**src/rtl/fpr_pkg.sv**
```systemverilog
package fpr_pkg;
  typedef enum logic [1:0] {
    RND_NEAR = 2'b00,
    RND_ZERO = 2'b01,
    RND_POS  = 2'b10,
    RND_NEG  = 2'b11
  } rnd_mode_e;

  localparam int unsigned EXP_W    = 15;
  localparam int unsigned SIG_IN_W = 40;
  localparam int unsigned SP_KEEP  = 24;
  localparam int unsigned XP_KEEP  = 32;
endpackage

```
**src/rtl/fpr_split.sv**
```systemverilog
// Cuts a left-aligned significand into kept field, guard and sticky.
module fpr_split #(
  parameter int unsigned SIG_IN_W = 40,
  parameter int unsigned KEEP_W   = 24
) (
  input  logic [SIG_IN_W-1:0] sig_i,
  output logic [KEEP_W-1:0]   kept_o,
  output logic                guard_o,
  output logic                sticky_o
);
  localparam int unsigned DROP_W = SIG_IN_W - KEEP_W;

  logic [DROP_W-1:0] drop;

  assign kept_o   = sig_i[SIG_IN_W-1 -: KEEP_W];
  assign drop     = sig_i[DROP_W-1:0];
  assign guard_o  = drop[DROP_W-1];
  assign sticky_o = |drop[DROP_W-2:0];
endmodule

```
**src/rtl/fpr_decide.sv**
```systemverilog
// Rounding direction decision.
module fpr_decide
  import fpr_pkg::*;
(
  input  rnd_mode_e mode_i,
  input  logic      sign_i,
  input  logic      lsb_i,
  input  logic      guard_i,
  input  logic      sticky_i,
  output logic      inc_o,
  output logic      inexact_o
);
  logic lost;

  assign lost      = guard_i | sticky_i;
  assign inexact_o = lost;

  always_comb begin
    unique case (mode_i)
      RND_NEAR: inc_o = guard_i & (sticky_i | lsb_i);
      RND_ZERO: inc_o = 1'b0;
      RND_POS:  inc_o = lost & ~sign_i;
      RND_NEG:  inc_o = lost &  sign_i;
      default:  inc_o = 1'b0;
    endcase
  end
endmodule

```
**src/rtl/fpr_incr.sv**
```systemverilog
// Shared incrementer on the left-aligned field; step sits at the kept LSB.
module fpr_incr #(
  parameter int unsigned OUT_W = 32,
  parameter int unsigned PAD_W = 8,
  parameter int unsigned EXP_W = 15
) (
  input  logic [OUT_W-1:0] kept_i,
  input  logic             narrow_i,
  input  logic             inc_i,
  input  logic [EXP_W-1:0] exp_i,
  output logic [OUT_W-1:0] sig_o,
  output logic [EXP_W-1:0] exp_o
);
  logic [OUT_W:0] step;
  logic [OUT_W:0] sum;
  logic           carry;

  always_comb begin
    step = '0;
    if (inc_i) begin
      if (narrow_i) step[PAD_W] = 1'b1;
      else          step[0]     = 1'b1;
    end
  end

  assign sum   = {1'b0, kept_i} + step;
  assign carry = sum[OUT_W];
  // all-ones kept field wraps to zero; renormalise to a single leading one
  assign sig_o = carry ? {1'b1, {(OUT_W-1){1'b0}}} : sum[OUT_W-1:0];
  assign exp_o = exp_i + EXP_W'(carry);
endmodule

```
**src/rtl/fp_round_unit.sv**
```systemverilog
module fp_round_unit
  import fpr_pkg::*;
#(
  parameter int unsigned EXP_WIDTH = EXP_W,
  parameter int unsigned SIG_WIDTH = SIG_IN_W,
  parameter int unsigned SP_W      = SP_KEEP,
  parameter int unsigned XP_W      = XP_KEEP,
  parameter bit          OUT_REG   = 1'b1
) (
  input  logic                 clk_i,
  input  logic                 rst_ni,
  input  logic                 valid_i,
  input  logic                 sign_i,
  input  logic [EXP_WIDTH-1:0] exp_i,
  input  logic [SIG_WIDTH-1:0] sig_i,
  input  logic [1:0]           mode_i,
  input  logic                 prec_i,
  output logic                 valid_o,
  output logic [XP_W-1:0]      sig_o,
  output logic [EXP_WIDTH-1:0] exp_o,
  output logic                 inexact_o
);
  localparam int unsigned PAD_W = XP_W - SP_W;

  logic [SP_W-1:0]      sp_kept;
  logic                 sp_guard, sp_sticky;
  logic [XP_W-1:0]      xp_kept;
  logic                 xp_guard, xp_sticky;
  logic [XP_W-1:0]      kept_al;
  logic                 guard, sticky, lsb, inc, inexact;
  logic [XP_W-1:0]      sig_rnd;
  logic [EXP_WIDTH-1:0] exp_rnd;
  rnd_mode_e            mode;

  assign mode = rnd_mode_e'(mode_i);

  fpr_split #(.SIG_IN_W(SIG_WIDTH), .KEEP_W(SP_W)) i_split_sp (
    .sig_i(sig_i), .kept_o(sp_kept), .guard_o(sp_guard), .sticky_o(sp_sticky)
  );

  fpr_split #(.SIG_IN_W(SIG_WIDTH), .KEEP_W(XP_W)) i_split_xp (
    .sig_i(sig_i), .kept_o(xp_kept), .guard_o(xp_guard), .sticky_o(xp_sticky)
  );

  always_comb begin
    if (prec_i) begin
      kept_al = xp_kept;
      guard   = xp_guard;
      sticky  = xp_sticky;
      lsb     = xp_kept[0];
    end else begin
      kept_al = {sp_kept, {PAD_W{1'b0}}};
      guard   = sp_guard;
      sticky  = sp_sticky;
      lsb     = sp_kept[0];
    end
  end

  fpr_decide i_decide (
    .mode_i(mode), .sign_i(sign_i), .lsb_i(lsb), .guard_i(guard),
    .sticky_i(sticky), .inc_o(inc), .inexact_o(inexact)
  );

  fpr_incr #(.OUT_W(XP_W), .PAD_W(PAD_W), .EXP_W(EXP_WIDTH)) i_incr (
    .kept_i(kept_al), .narrow_i(~prec_i), .inc_i(inc), .exp_i(exp_i),
    .sig_o(sig_rnd), .exp_o(exp_rnd)
  );

  generate
    if (OUT_REG) begin : g_oreg
      always_ff @(posedge clk_i or negedge rst_ni) begin
        if (!rst_ni) begin
          valid_o   <= 1'b0;
          sig_o     <= '0;
          exp_o     <= '0;
          inexact_o <= 1'b0;
        end else begin
          valid_o <= valid_i;
          if (valid_i) begin
            sig_o     <= sig_rnd;
            exp_o     <= exp_rnd;
            inexact_o <= inexact;
          end
        end
      end

      AST_ZERO_KEEPS_EXP: assert property (@(posedge clk_i) disable iff (!rst_ni)
        valid_o && $past(mode_i) == 2'b01 |-> exp_o == $past(exp_i));
      AST_SP_LOW_CLEAR: assert property (@(posedge clk_i) disable iff (!rst_ni)
        valid_o && !$past(prec_i) |-> sig_o[PAD_W-1:0] == '0);
      AST_CARRY_SHAPE: assert property (@(posedge clk_i) disable iff (!rst_ni)
        valid_o && exp_o != $past(exp_i) |-> sig_o == {1'b1, {(XP_W-1){1'b0}}});
      AST_EXACT_UNCHANGED: assert property (@(posedge clk_i) disable iff (!rst_ni)
        valid_o && !inexact_o |-> exp_o == $past(exp_i));
      AST_IDLE_HOLD: assert property (@(posedge clk_i) disable iff (!rst_ni)
        !valid_i |=> !valid_o && $stable(sig_o) && $stable(exp_o));
    end else begin : g_comb
      assign valid_o   = valid_i;
      assign sig_o     = sig_rnd;
      assign exp_o     = exp_rnd;
      assign inexact_o = inexact;
    end
  endgenerate
endmodule

```
**config.mk**
```make
export PLATFORM = sky130hd
export DESIGN_NAME = fp_round_unit
export DESIGN_NICKNAME = d
export VERILOG_FILES = /design/src/rtl/fpr_pkg.sv /design/src/rtl/fpr_split.sv /design/src/rtl/fpr_decide.sv /design/src/rtl/fpr_incr.sv /design/src/rtl/fp_round_unit.sv
export SDC_FILE = /design/constraint.sdc
export NUM_CORES = 1
export LEC_CHECK = 0
export ABC_AREA = 1
export BUFFER_PORTS_ARGS = -buffer_cell sky130_fd_sc_hd__buf_2
export CORE_MARGIN = 2
export CORE_UTILIZATION = 30
export CTS_BUF_LIST = sky130_fd_sc_hd__clkbuf_8
export DETAILED_ROUTE_END_ITERATION = 6
export GPL_TIMING_DRIVEN = 1
export PLACE_DENSITY = 0.63
export RECOVER_POWER = 100
export REMOVE_ABC_BUFFERS = 1
export SLEW_MARGIN = 20
export SYNTH_ARGS = -nofsm -noshare
export SYNTH_HDL_FRONTEND = slang
export SYNTH_SLANG_ARGS = --single-unit
```
**constraint.sdc**
```tcl
create_clock -name clk_i -period 2.4 [get_ports clk_i]
set_clock_uncertainty 0.15 [all_clocks]
set_input_delay 0.48 -clock clk_i [delete_from_list [all_inputs] [get_ports clk_i]]
set_output_delay 0.48 -clock clk_i [all_outputs]
set_load 0.01 [all_outputs]
```
==> impl_metrics.env <==
export IMPL_yosys_warnings=0
export IMPL_first_iter_violations=197
export IMPL_cts_buffer_depth=2
export IMPL_finalHoldViolations=0
export IMPL_critPathKind="in -> reg"
export IMPL_avgSynthCellArea_sq_um=7.145
export IMPL_drcViolationCount=0
export IMPL_switchingPower_w=0.0006508
export IMPL_antenna_cells=0
export IMPL_p_leak_nw=2.829
export IMPL_synth_area_leaders="dfrtp_1 35%, nand2_1 18%, nand3_1 6.9%"
export IMPL_pin_count=111
export IMPL_slew_violations=0
export IMPL_cts_max_level=2
export IMPL_worstHoldPathType="in -> async"
export IMPL_swShare_pct=31.79
export IMPL_dpl_cell_count=806
export IMPL_via_per_inst=4.579
export IMPL_std_cell_rows=39
export IMPL_final_common_cell="nand2_1"
export IMPL_area_growth_pct=53.25
export IMPL_cp_end_kind="flop"
export IMPL_syn_area_sq_mm=0.003480
export IMPL_die_width_um=111.7
export IMPL_violations="negative setup slack"
export IMPL_cts_root_buf="clkbuf_8"
export IMPL_power_w=0.002047
export IMPL_dpl_hpwl_um=8312
export IMPL_reg2reg_slack_ns=1.41
export IMPL_setup_worst_path_start_class="primary input"
export IMPL_start_util_pct=30.60
export IMPL_gp_congestion=0.8997
export IMPL_netlist_area_leader_share_pct=35.24
export IMPL_finalCriticalPeriod_ns=3.023
export IMPL_clkPwrFrac_pct=25.2
export IMPL_timing_rr_end="sig_o[31]"
export IMPL_required_ns=2.45
export IMPL_grt_antenna_before_repair=0
export IMPL_max_freq_mhz=330.8
export IMPL_port_buffers=110
export IMPL_synthCells=487
export IMPL_grt_total_usage_pct=17.23
export IMPL_wl_per_cell_um=13.04
export IMPL_synth_seq_area_share_pct=35.24
export IMPL_status="complete, but fails checks"
export IMPL_rr_startpoint="sig_o[31]"
export IMPL_fp_coreArea_sq_mm=0.01137
export IMPL_grt_pass1_wl_um=17660
export IMPL_grt_overflow_total=0
export IMPL_rsz0062_at_grt="yes"
export IMPL_cts_buffers=5
export IMPL_cts_clk_slew_worst_paths_ns=0.09
export IMPL_ant_nets=0
export IMPL_drive_gt1_share_pct=46.56
export IMPL_seq_power_share_pct=45.8
export IMPL_synth_largest_area_cell="dfrtp_1"
export IMPL_period_share_pct=126.0
export IMPL_grt_max_degree=33
export IMPL_arrival_ns=3.08
export IMPL_p_comb_share_pct=29.1
export IMPL_fp_dieH_um=111.7
export IMPL_cts_tree="done"
export IMPL_dr_pass1_iters=5
export IMPL_final_cell_mix="149 x nand2_1, 105 x buf_2, 77 x buf_4, 49 x dfrtp_1, 45 x inv_1"
export IMPL_max_slew_margin_pct=21.53
export IMPL_drv_cap=0
export IMPL_cp_max_fo=2
export IMPL_netlist_cell_type_count=36
export IMPL_clock_sinks=49
export IMPL_nets=749
export IMPL_synth_seq_cells=49
export IMPL_pre_cts_slack_ns=-1.272
export IMPL_finalWorstSetupSlack_ns=-0.6232
export IMPL_ir_drop_mv=0.2208
export IMPL_setup_viol=34
export IMPL_r2r_cells=3
export IMPL_dieArea_sq_mm=0.01248
export IMPL_grt_pass1_vias=3835
export IMPL_final_core_util_pct=46.90
export IMPL_totalWireLength_um=10770
export IMPL_clock_latency_ns=0.30
export IMPL_vias=3782
export IMPL_worst_pin_slew_ns=1.177
export IMPL_hold_buffers=0
export IMPL_powerDensity_mw_per_mm2=383.9
export IMPL_internal_power_w=0.001396
export IMPL_final_cell_count_no_fill=826
metrics by stage:
step	cell area [sq um]	hold WS (ns)	setup TNS, ns
after CTS	5161	0.007053	-9.453
after floorplan	3415	0.03441	-15.12
after detailed placement	4760	0.3074	-32.52
after global placement	4760	0.3058	-28.71
after global routing	5333	0.2965	-14.76
final	5333	0.2372	-8.350
power groups by stage:
stage	combinational [W]	sequential [W]	clock (W)
after floorplan	0.000190	0.000989	0
after global placement	0.000537	0.000951	0
after detailed placement	0.000545	0.000954	0
after CTS	0.000577	0.000938	0.000540
after global routing	0.000657	0.000947	0.000568
final	0.000595	0.000937	0.000516
per-layer routing:
layer	GRT usage [%]	vias to the layer above	wire length, um
met5	0	-	0
met3	3.157	19	497
met2	31.23	95	5507
met1	20.85	1740	4552
met4	4.856	0	216
li1	-	1928	-
cells by family after synthesis:
group / after synthesis / share of synthesized area [%]
AO/OA/AOI/OAI: 37 / 7.228
XOR/XNOR: 19 / 4.782
buffers and inverters: 70 / 8.234
adder cells (fa/ha/maj): 5 / 1.798
AND/OR/NAND/NOR: 307 / 42.72
flip-flops: 49 / 35.24
repair_timing:
action                                  4_1_cts  5_1_grt
cloned                                        1        0
pin swaps                                    33       27
resized for setup                            60       39
endpoints found under the setup margin       47       47
buffers inserted                              9        4
registers in the layout (all words and copies together), names as in the netlist:
name,count
exp_o,15
inexact_o,1
sig_o,32
valid_o,1
cell type report:
| cell class | count | area [sq um] |
|---|---|---|
| fill | 1102 | 6037 |
| inverter | 59 | 224.0 |
| clock buffer | 6 | 82.58 |
| timing repair buffer | 198 | 1287 |
| sequential | 49 | 1226 |
| multi-input combinational | 369 | 2320 |
| clock inverter | 2 | 13.76 |
| tap | 143 | 178.9 |
synthesized netlist by cell type, drive strengths merged:
library cell / count
dfrtp: 49
nand4: 10
or2: 2
a31oi: 1
ha: 5
o211ai: 1
and3: 1
o21ai: 25
xnor2: 10
buf: 5
nand2: 182
a21oi: 6
a21o: 1
nor2: 44
nand3: 56
clkbuf: 6
inv: 59
o31ai: 1
nor3: 8
xor2: 9
nand3b: 4
o21bai: 2
worst max-delay path, stage by stage:
cell and delay, ns:
buf_6 0.10, nor2_4 0.09, nand3_2 0.10, o21ai_4 0.20
nand3_2 0.08, nand2_1 0.07, nand2_1 0.06, nand2_2 0.08
nor2_2 0.05, ha_4 0.28, nand2_2 0.04, inv_2 0.07
nand2_4 0.05, nor2_4 0.09, nand2_4 0.08, nand2_8 0.06
nand2_4 0.05, inv_2 0.06, ha_4 0.13, ha_4 0.14
nand2_4 0.06, nor2_4 0.12, nand3_4 0.10, inv_2 0.09
nand3_2 0.09, xnor2_2 0.14, nand2_1 0.06, nand2_1 0.05
worst max-delay path by stage:
stage	start	end	slack, ns	cells past startpoint
after detailed placement	sig_i[0]	exp_o[14]	-1.27	26
final	sig_i[10]	exp_o[12]	-0.62	28
after global routing	sig_i[10]	exp_o[12]	-0.83	28
after global placement	sig_i[10]	exp_o[14]	-1.15	27
after floorplan	sig_i[12]	exp_o[10]	-0.99	25
after CTS	sig_i[4]	exp_o[10]	-0.58	25
Note: power is estimated with default switching activity, not from simulation.
